`src/rtl/cot_pkg.sv`:
```
package cot_pkg;
  typedef enum logic [1:0] {
    PH_ON   = 2'd0,
    PH_OFF  = 2'd1,
    PH_DEAD = 2'd2
  } phase_e;
endpackage

```
`src/rtl/cot_sync.sv`:
```
module cot_sync #(
  parameter int STAGES = 2
) (
  input  logic clk,
  input  logic rst_n,
  input  logic d,
  output logic q
);
  logic [STAGES-1:0] sr_q;
  logic [STAGES-1:0] sr_d;

  always_comb begin
    sr_d = {sr_q[STAGES-2:0], d};
  end

  always_ff @(posedge clk or negedge rst_n) begin
    if (!rst_n) sr_q <= '0;
    else        sr_q <= sr_d;
  end

  assign q = sr_q[STAGES-1];
endmodule

```
`src/rtl/cot_on_guard.sv`:
```
// On-phase guard: blanking mask, pending trip, minimum on time.
module cot_on_guard #(
  parameter int BLANK  = 4,
  parameter int MIN_ON = 12
) (
  input  logic clk,
  input  logic rst_n,
  input  logic clr,
  input  logic trip,
  output logic fire
);
  localparam int CW   = $clog2(MIN_ON + 1);
  localparam int LAST = MIN_ON - 1;

  logic [CW-1:0] cnt_q, cnt_d;
  logic          pend_q, pend_d;
  logic          unmasked, at_min;

  always_comb begin
    unmasked = (cnt_q >= CW'(BLANK));
    at_min   = (cnt_q == CW'(LAST));
    fire     = !clr && at_min && (pend_q || trip);
    cnt_d    = cnt_q;
    pend_d   = pend_q;
    if (clr) begin
      cnt_d  = '0;
      pend_d = 1'b0;
    end else begin
      if (!at_min) cnt_d = cnt_q + 1'b1;
      if (unmasked && trip) pend_d = 1'b1;
    end
  end

  always_ff @(posedge clk or negedge rst_n) begin
    if (!rst_n) begin
      cnt_q  <= '0;
      pend_q <= 1'b0;
    end else begin
      cnt_q  <= cnt_d;
      pend_q <= pend_d;
    end
  end
endmodule

```
`src/rtl/cot_off_timer.sv`:
```
// One-shot then dead-time down counter.
module cot_off_timer #(
  parameter int TOFF_W   = 16,
  parameter int TOFF_MIN = 2,
  parameter int DEAD     = 3
) (
  input  logic              clk,
  input  logic              rst_n,
  input  logic              en,
  input  logic              start,
  input  logic              load_dead,
  input  logic [TOFF_W-1:0] toff_cfg,
  output logic              expired
);
  localparam logic [TOFF_W-1:0] MIN_V  = TOFF_W'(TOFF_MIN);
  localparam logic [TOFF_W-1:0] DEAD_V = TOFF_W'(DEAD - 1);

  logic [TOFF_W-1:0] cnt_q, cnt_d;
  logic [TOFF_W-1:0] eff;

  always_comb begin
    eff   = (toff_cfg < MIN_V) ? MIN_V : toff_cfg;
    cnt_d = cnt_q;
    if (!en)                 cnt_d = '0;
    else if (start)          cnt_d = eff - 1'b1;
    else if (load_dead)      cnt_d = DEAD_V;
    else if (cnt_q != '0)    cnt_d = cnt_q - 1'b1;
  end

  always_ff @(posedge clk or negedge rst_n) begin
    if (!rst_n) cnt_q <= '0;
    else        cnt_q <= cnt_d;
  end

  assign expired = (cnt_q == '0);
endmodule

```
`src/rtl/cot_chopper.sv`:
```
module cot_chopper
  import cot_pkg::*;
#(
  parameter int TOFF_W      = 16,
  parameter int TOFF_MIN    = 2,
  parameter int BLANK       = 4,
  parameter int MIN_ON      = 12,
  parameter int DEAD        = 3,
  parameter int SYNC_STAGES = 2
) (
  input  logic              clk,
  input  logic              rst_n,
  input  logic              en,
  input  logic              trip_raw,
  input  logic [TOFF_W-1:0] toff_cfg,
  output logic              chop
);
  phase_e phase_q, phase_d;
  logic   trip_s, fire, expired, guard_clr, load_dead;

  cot_sync #(.STAGES(SYNC_STAGES)) u_sync (
    .clk(clk), .rst_n(rst_n), .d(trip_raw), .q(trip_s)
  );

  assign guard_clr = !en || (phase_q != PH_ON);

  cot_on_guard #(.BLANK(BLANK), .MIN_ON(MIN_ON)) u_guard (
    .clk(clk), .rst_n(rst_n), .clr(guard_clr), .trip(trip_s), .fire(fire)
  );

  assign load_dead = (phase_q == PH_OFF) && expired;

  cot_off_timer #(.TOFF_W(TOFF_W), .TOFF_MIN(TOFF_MIN), .DEAD(DEAD)) u_timer (
    .clk(clk), .rst_n(rst_n), .en(en), .start(fire), .load_dead(load_dead),
    .toff_cfg(toff_cfg), .expired(expired)
  );

  always_comb begin
    phase_d = phase_q;
    if (!en) phase_d = PH_ON;
    else begin
      unique case (phase_q)
        PH_ON:   if (fire)    phase_d = PH_OFF;
        PH_OFF:  if (expired) phase_d = PH_DEAD;
        PH_DEAD: if (expired) phase_d = PH_ON;
        default:              phase_d = PH_ON;
      endcase
    end
  end

  always_ff @(posedge clk or negedge rst_n) begin
    if (!rst_n) phase_q <= PH_ON;
    else        phase_q <= phase_d;
  end

  assign chop = (phase_q != PH_ON);
endmodule

```
`config.mk`:
```
export PLATFORM = sky130hd
export DESIGN_NAME = cot_chopper
export DESIGN_NICKNAME = d
export VERILOG_FILES = /design/src/rtl/cot_pkg.sv /design/src/rtl/cot_sync.sv /design/src/rtl/cot_on_guard.sv /design/src/rtl/cot_off_timer.sv /design/src/rtl/cot_chopper.sv
export SDC_FILE = /design/constraint.sdc
export NUM_CORES = 1
export LEC_CHECK = 0
export BUFFER_PORTS_ARGS = -buffer_cell sky130_fd_sc_hd__buf_2
export CELL_PAD_IN_SITES_DETAIL_PLACEMENT = 0
export CELL_PAD_IN_SITES_GLOBAL_PLACEMENT = 1
export CORE_ASPECT_RATIO = 0.8
export CORE_MARGIN = 2
export CORE_UTILIZATION = 39
export DETAILED_ROUTE_END_ITERATION = 16
export PLACE_DENSITY = 0.8
export SYNTH_ARGS = -nofsm -noshare
export SYNTH_HDL_FRONTEND = slang
export SYNTH_SLANG_ARGS = --single-unit
```
`constraint.sdc`:
```
create_clock -name clk -period 2.1 [get_ports clk]
set_input_delay 0.105 -clock clk [delete_from_list [all_inputs] [get_ports clk]]
set_output_delay 0.105 -clock clk [all_outputs]
set_load 0.01 [all_outputs]
```
==> metrics.md, run 1 <==
| Metric | Value |
|---|---|
| Outcome | `finished, final reports clean` |
| Startpoint types | `input port` |
| Share of layout cells above drive strength 1 | `0.372` |
| Clock sink count | `25` |
| Initial antenna violation count | `0` |
| Final worst path period need | `2.06 ns` |
| Critical R2R Launch | `u_timer.cnt_q[0]` |
| Worst VDD drop | `0.365 mV` |
| Post-Synth XOR/XNOR Area | `0.109` |
| Nets | `282` |
| I/O pin total | `21` |
| DR vias | `1,660` |
| Yosys cell types | `44` |
| Worst Setup End Kind | `register` |
| Largest net degree at the start of global routing | `26` |
| CTS tree | `yes` |
| Core area | `0.00418 mm2` |
| DRC | `0` |
| WL/cell | `14.2 um` |
| CTS Buf Count | `3` |
| Worst hold path type | `input port to register` |
| Number of synthesized flops with an enable pin | `0` |
| Max incr delay on CP | `0.45 ns` |
| Hold Vio Cnt, Final | `0` |
| Final worst slack | `0.0369 ns` |
| First-pass GRT wire length | `7590 um` |
| Synthesized area per cell | `8.88 um2` |
| Max frequency | `485 MHz` |
| Mapped Cells | `190` |
| Pleak | `1.03 nW` |
| Pwr dens | `936 mW/mm2` |
| First-pass DRT Iterations | `4` |
| Num rows | `21` |
| Die Footprint | `0.00487 mm2` |
| Largest family of logic cells by synthesized area | `simple AND/OR/NAND/NOR gates` |
| Syn nets | `213` |
| Post-Synth Simple-Gate Area | `0.297` |
| Hold_sp | `toff_cfg[15]` |
| Initial core utilization | `0.404` |
| Die height | `62.8 um` |
| Post-synth top flop | `dfrtp_1` |
| Required @ worst endpoint | `2.27 ns` |
| DP HPWL | `3490 um` |
| Mapped Area | `0.00169 mm2` |
| Worst-Margin Slew | `0.568 ns` |
| Final Cell Area | `0.00237 mm2` |
| Gpl congestion | `0.849` |
| Delay-heaviest family, CP | `simple AND/OR/NAND/NOR gates` |
| Fraction of registers with async set/reset | `1.00` |
| IO Port Bufs | `20` |
| Crit path buffers/inverters | `1` |
| Synth Area in Compound Gates | `0.142` |
| Mux cell area share after synthesis | `0.0297` |
| Root cell of the clock tree | `clkbuf_8` |
| Clk_skew | `0.00150 ns` |
| Critical path peak fanout | `3` |
| Place WS | `-0.329 ns` |
| Fillers | `371` |
| Setup violators final | `0` |
| Initial drt markers | `135` |
| Final WL | `4490 um` |
| Unrepaired setup endpoints after global routing | `yes` |
| Synth warn | `0` |
| Critical path type | `input port to register` |
| Antenna diode instance count | `0` |
| WHS | `0.201 ns` |
| CTS Buffer Depth | `2` |
| Slew headroom | `0.621` |
| Critical path, cell by cell | `buf_6 > or3_4 > or4_4 > o21ai_4 > ha_2 > or3b_4 > o31ai_2 > a21oi_1 > o21a_1` |
| Placed cell areas | `0.00219 mm2` |
| Sequential-to-total area share from yosys stat | `0.371` |
| Grt total ovfl | `0` |
| MaxCap Viol Count | `0` |
| Post-Synth Adder-Cell Area | `0.0222` |
| Area grow syn2layout | `40.3%` |
| Vias per inst | `5.27` |
| Crit. Startpoint | `toff_cfg[6]` |
| Total track usage | `0.193` |
| Setup TNS | `0 ns` |
| Number of register bits inferred by synthesis | `25` |
| Fin. max-slew vios | `0` |
| Chip Width | `77.6 um` |
| Clock Latency Late Sink | `0.27 ns` |
| Cell at the slowest stage of the critical path | `or4_4` |
| Vias in the first global route | `1,657` |
| Post-route ant nets | `0` |
| Clock slew at reported path FFs | `0.09 ns` |
| H-tree levels | `1` |
| Critical path arrival | `2.24 ns` |
| Tcrit/Tclk final | `0.982` |
state kept, by name, summed over array words and instances (netlist names):
| signal | cells |
|---|---|
| phase_q | 2 |
| u_guard.cnt_q | 4 |
| u_guard.pend_q | 1 |
| u_sync.sr_q | 2 |
| u_timer.cnt_q | 16 |
where the power goes:
part / leakage, nW / total [mW] / switching, mW / internal, mW
registers: 0.333 / 0.691 / 0.108 / 0.583
logic: 0.680 / 1.23 / 0.601 / 0.626
clock network: 0.0217 / 0.299 / 0.164 / 0.135
layout by cell type (no fill, tap or decap), types with 2 or more instances in the layout:
master | Yosys | final
dfrtp_1 | 25 | 25
o32ai_1 | 3 | 3
o31ai_1 | 3 | 2
nor4_1 | 5 | 4
o21ai_0 | 6 | 4
mux2i_1 | 5 | 4
or3_1 | 5 | 4
a21oi_1 | 9 | 8
dlygate4sd3_1 | 0 | 2
nor4_2 | 2 | 3
nand2b_1 | 2 | 2
buf_2 | 4 | 18
nor2_1 | 24 | 23
nand2_1 | 11 | 10
nand3b_1 | 3 | 3
xnor2_1 | 11 | 10
xor2_1 | 10 | 10
a22oi_1 | 2 | 2
nand4_1 | 5 | 5
nor3_1 | 8 | 7
nand4b_1 | 2 | 2
buf_6 | 0 | 2
inv_1 | 5 | 4
ha_2 | 0 | 2
o31a_1 | 2 | 2
a31oi_1 | 3 | 3
clkbuf_8 | 0 | 3
or4_1 | 3 | 2
buf_4 | 1 | 48
nand3_1 | 8 | 8
final cells by class:
| type | count | area, um2 | share of cell area |
|---|---|---|---|
| clock buffer | 3 | 41.3 | 0.0174 |
| clock inverter | 1 | 7.51 | 0.00317 |
| inverter | 5 | 18.8 | 0.00793 |
| multi-input combinational | 154 | 1110 | 0.469 |
| sequential | 25 | 626 | 0.264 |
| tap | 57 | 71.3 | 0.0301 |
| timing repair buffer | 70 | 493 | 0.208 |
cell families (layout without fill, tap and decap cells):
kind of cell | count (synthesis) | count (layout)
AOI/OAI and AO/OA | 35 | 35
xor gates and xnor gates | 21 | 21
adders and majority gates | 3 | 3
buffers and inverters | 11 | 79
DFF | 25 | 25
muxes | 5 | 5
and+or+nand+nor | 90 | 90
tightest hold or removal path, cell delays in order:
cell	delay, ns
buf_2	0.08
buf_4	0.09
a32oi_1	0.08
nor2_1	0.08
worst paths after layout:
kind / endpoint / slack, ns / cells past startpoint
max: u_timer.cnt_q[6] / 0.04 / 9
min: u_timer.cnt_q[15] / 0.20 / 4
max reg2reg: u_timer.cnt_q[1] / 0.07 / 7
min reg2reg: u_sync.sr_q[1] / 0.36 / 0
max in group asynchronous: u_timer.cnt_q[2] / 1.38 / 2
min in group asynchronous: u_guard.pend_q / 0.35 / 2
repair_timing:
action / in CTS / in global routing
endpoints found under the setup margin: 3 / 13
hold buffers: 2 / 0
endpoints found under the hold margin: 26 / 0
pin swaps: 2 / 9
gates resized for setup: 5 / 13
setup buffers: 0 / 4
cloned: 0 / 0
Yosys cell counts (3+ instances only):
| cell | instances | area share |
|---|---|---|
| nor3_1 | 8 | 0.024 |
| nor4_1 | 5 | 0.019 |
| mux2i_1 | 5 | 0.030 |
| a31oi_1 | 3 | 0.011 |
| or3_1 | 5 | 0.019 |
| nand3_1 | 8 | 0.024 |
| or4_1 | 3 | 0.013 |
| xnor2_1 | 11 | 0.057 |
| ha_1 | 3 | 0.022 |
| nand4_1 | 5 | 0.019 |
| dfrtp_1 | 25 | 0.37 |
| buf_2 | 4 | 0.012 |
| xor2_1 | 10 | 0.052 |
| inv_1 | 5 | 0.011 |
| nand2_1 | 11 | 0.024 |
| o32ai_1 | 3 | 0.016 |
| nor2_1 | 24 | 0.053 |
| a21oi_1 | 9 | 0.027 |
| o31ai_1 | 3 | 0.013 |
| o21ai_0 | 6 | 0.018 |
| nand3b_1 | 3 | 0.013 |
layer usage:
| metal | global-route usage | share of wire | up-vias |
|---|---|---|---|
| met5 | 0 | 0 | - |
| met4 | 0.0536 | 0.0085 | 0 |
| met3 | 0.0188 | 0.048 | 6 |
| met2 | 0.314 | 0.44 | 46 |
| met1 | 0.274 | 0.50 | 768 |
| li1 | - | - | 840 |
metrics by stage:
step	util	std cells	total power, mW
after floorplan	-	190	1.38
after global placement	0.525	305	1.78
after detailed placement	0.525	305	1.82
after CTS	0.547	311	2.13
after global routing	0.567	315	2.38
final	0.567	315	2.22
No activity file was read; power rests on OpenSTA's default activity.
==> run 2: changes to the inputs <==
Settings changed: CORE_UTILIZATION 39 to 40, PLACE_DENSITY 0.8 to 0.81, SYNTH_HIERARCHICAL set to 1.
==> metrics.md, run 2 <==
| Metric | Value |
|---|---|
| Outcome | `finished with violations` |
| Failing checks | `negative setup slack` |
| Internal | `1.47 mW` |
| DRC | `0` |
| Worst VDD drop | `0.471 mV` |
| Tot Pwr | `2.41 mW` |
| Max incr delay on CP | `0.54 ns` |
| Top Registers | `u_timer/cnt_q: 16 flops, u_guard/cnt_q: 4 flops` |
| Largest family of logic cells by synthesized area | `simple AND/OR/NAND/NOR gates` |
| Die height | `63.4 um` |
| Root cell of the clock tree | `clkbuf_8` |
| H-tree levels | `1` |
| DR vias | `1,726` |
| Die Footprint | `0.00497 mm2` |
| Required @ worst endpoint | `2.29 ns` |
| Worst Setup End Kind | `register` |
| Critical R2R Launch | `u_timer/cnt_q[2]` |
| Core area | `0.00420 mm2` |
| Seq pwr share | `0.281` |
| Delay-heaviest family, CP | `simple AND/OR/NAND/NOR gates` |
| Chip Width | `78.3 um` |
| CTS tree | `yes` |
| Startpoint types | `register` |
| Initial core utilization | `0.420` |
| Post-Synth Simple-Gate Area | `0.334` |
| Clock Latency Late Sink | `0.27 ns` |
| Post-route ant nets | `0` |
| Critical path type | `register to register` |
| Hold_sp | `en` |
| GRT met1 Usage | `0.255` |
| Initial antenna violation count | `0` |
| Grt peak-use layer | `met2` |
| First-pass GRT wire length | `7650 um` |
| Clock sink count | `25` |
| Sequential-to-total area share from yosys stat | `0.354` |
| Top post-synthesis cells by area | `dfrtp_1, xnor2_1, xor2_1` |
| CTS Buf Count | `3` |
| Post-Synth Adder-Cell Area | `0.0212` |
| Fraction of registers with async set/reset | `1.00` |
| MaxCap Viol Count | `0` |
| Mux cell area share after synthesis | `0.0333` |
| Post-Synth XOR/XNOR Area | `0.0992` |
| Pleak | `1.10 nW` |
| Initial drt markers | `68` |
| Vias in the first global route | `1,683` |
| Gpl congestion | `0.864` |
| Setup TNS | `-0.597 ns` |
| R2R Path End | `u_timer/cnt_q[13]` |
| Antenna diode instance count | `0` |
| Slew headroom | `0.618` |
| Worst hold path type | `input port to register` |
| WL/cell | `14.2 um` |
| Top post-synthesis cells by count | `dfrtp_1, nand2_1, nor2_1, nor3_1, xnor2_1` |
| FF-to-FF path depth | `7` |
| Max reg flops | `16` |
| Final worst path period need | `2.19 ns` |
| Yosys cell types | `53` |
| Nets | `289` |
| Number of synthesized flops with an enable pin | `0` |
| Worst reg-to-reg setup slack | `-0.09 ns` |
| Vias per inst | `5.36` |
| Setup violators final | `14` |
| Worst hold path depth | `2` |
| Grt total ovfl | `0` |
| Unrepaired setup endpoints after global routing | `yes` |
| Final worst slack | `-0.0947 ns` |
| Synthesized area per cell | `9.01 um2` |
| Total track usage | `0.190` |
| Gate power share | `0.594` |
| Final WL | `4560 um` |
| Largest register by flop count | `u_timer/cnt_q` |
| Num rows | `21` |
| Largest net degree at the start of global routing | `26` |
| Share of the synthesized area in the top cell type | `0.354` |
| Max frequency | `456 MHz` |
| Cell taking the most area after synthesis | `dfrtp_1` |
| Final Cell Area | `0.00247 mm2` |
| Synth warn | `6` |
| Pwr dens | `973 mW/mm2` |
| DP HPWL | `3380 um` |
| Fin. max-slew vios | `0` |
| Clock Power Share | `0.124` |
| Clock slew at reported path FFs | `0.09 ns` |
| Area grow syn2layout | `40.0%` |
| Placed cell areas | `0.00228 mm2` |
| I/O pin total | `21` |
| Switching part of the total | `0.388` |
| Worst path depth | `7` |
| Cell at the slowest stage of the critical path | `or4_4` |
| WHS | `0.144 ns` |
| Most frequent cell after synthesis | `dfrtp_1` |
| Critical path peak fanout | `7` |
| Critical path, cell by cell | `or4_4 > or2_4 > nor4_4 > and3b_2 > nor2_4 > a21bo_4 > a211oi_2` |
| Worst-Margin Slew | `0.572 ns` |
| Number of register bits inferred by synthesis | `25` |
| Syn nets | `219` |
| P_sw | `0.933 mW` |
| Crit path buffers/inverters | `0` |
| Most frequent cells in the layout | `buf_4, dfrtp_1, buf_2` |
| Mapped Area | `0.00177 mm2` |
| IO Port Bufs | `20` |
| Tcrit/Tclk final | `1.05` |
| CTS Buffer Depth | `2` |
| Met2 Resource Use GR | `0.325` |
| Critical path arrival | `2.39 ns` |
| Clk_skew | `0.00900 ns` |
| Share of layout cells above drive strength 1 | `0.419` |
| Post-synth top flop | `dfrtp_1` |
| Most common library cell in the layout ignoring fill and taps | `buf_4` |
| Synth Area in Compound Gates | `0.130` |
| First-pass DRT Iterations | `4` |
| Met3 global-route usage | `0.0301` |
| Hold EP | `u_timer/cnt_q[1]` |
| Mapped Cells | `196` |
| Hold Vio Cnt, Final | `0` |
run 2: cell count changes in the layout (fill, tap and decap cells not counted), moves of 4 or more:
cell	before	now
a21oi_2	1	5
nor2_1	23	15
nand2_1	10	16
nor3_1	7	11
nand2b_1	2	9
a22oi_2	0	5
run 2: what timing repair did:
action / 4_1_cts / 5_1_grt
hold buffers: 2 / 0
endpoints found under the hold margin: 26 / 0
buffers inserted: 1 / 1
gates resized for setup: 3 / 23
endpoints found under the setup margin: 15 / 16
gates cloned: 0 / 2
pin swaps: 2 / 6
run 2: kinds of logic (layout without fill, tap and decap cells):
kind of cell,count (synthesis),after routing
flip-flops,25,25
AND/OR/NAND/NOR,99,99
adder cells (fa/ha/maj),3,3
multiplexers,5,5
XOR/XNOR,20,20
buffers and inverters,11,79
AO/OA/AOI/OAI,33,34
run 2: area by class of cell:
| cell class | count | area (um2) |
|---|---|---|
| Clock buffer | 3 | 41.3 |
| Clock inverter | 1 | 8.76 |
| Fill cell | 394 | 1730 |
| Inverter | 5 | 18.8 |
| Multi-Input combinational cell | 161 | 1220 |
| Sequential cell | 25 | 626 |
| Tap cell | 57 | 71.3 |
| Timing Repair Buffer | 70 | 492 |
run 2: routing by layer:
layer | part of all wire | up-vias | wire (um)
li1 | - | 857 | -
met1 | 0.46 | 833 | 2110
met2 | 0.49 | 32 | 2250
met3 | 0.037 | 4 | 169
met4 | 0.0064 | 0 | 29
met5 | 0 | - | 0
run 2: how the worst max path moves through the flow:
stage | startpoint | slack [ns] | endpoint
5_1_grt | u_timer/cnt_q[2] | -0.16 | u_timer/cnt_q[1]
3_5_place_dp | toff_cfg[4] | -0.38 | u_timer/cnt_q[10]
2_1_floorplan | u_timer/cnt_q[2] | -0.34 | u_timer/cnt_q[1]
6_report | u_timer/cnt_q[2] | -0.09 | u_timer/cnt_q[13]
4_1_cts | u_timer/cnt_q[2] | -0.11 | u_timer/cnt_q[1]
3_3_place_gp | toff_cfg[4] | -0.31 | u_timer/cnt_q[10]
run 2: per-stage QoR:
stage                     std cells  worst slack [ns]  utilization
after floorplan                 196            -0.338            -
after global placement          313            -0.308        0.542
after detailed placement        313            -0.380        0.542
after CTS                       320            -0.109        0.563
after global routing            322            -0.158        0.588
final                           322           -0.0947        0.588
run 2: power by group through the flow:
| stage | Combinational, mW | Clock, mW | Sequential, mW |
|---|---|---|---|
| 2_1_floorplan | 0.767 | 0 | 0.689 |
| 3_3_place_gp | 1.25 | 0 | 0.678 |
| 3_5_place_dp | 1.27 | 0 | 0.685 |
| 4_1_cts | 1.31 | 0.314 | 0.675 |
| 5_1_grt | 1.56 | 0.331 | 0.692 |
| 6_report | 1.43 | 0.299 | 0.677 |
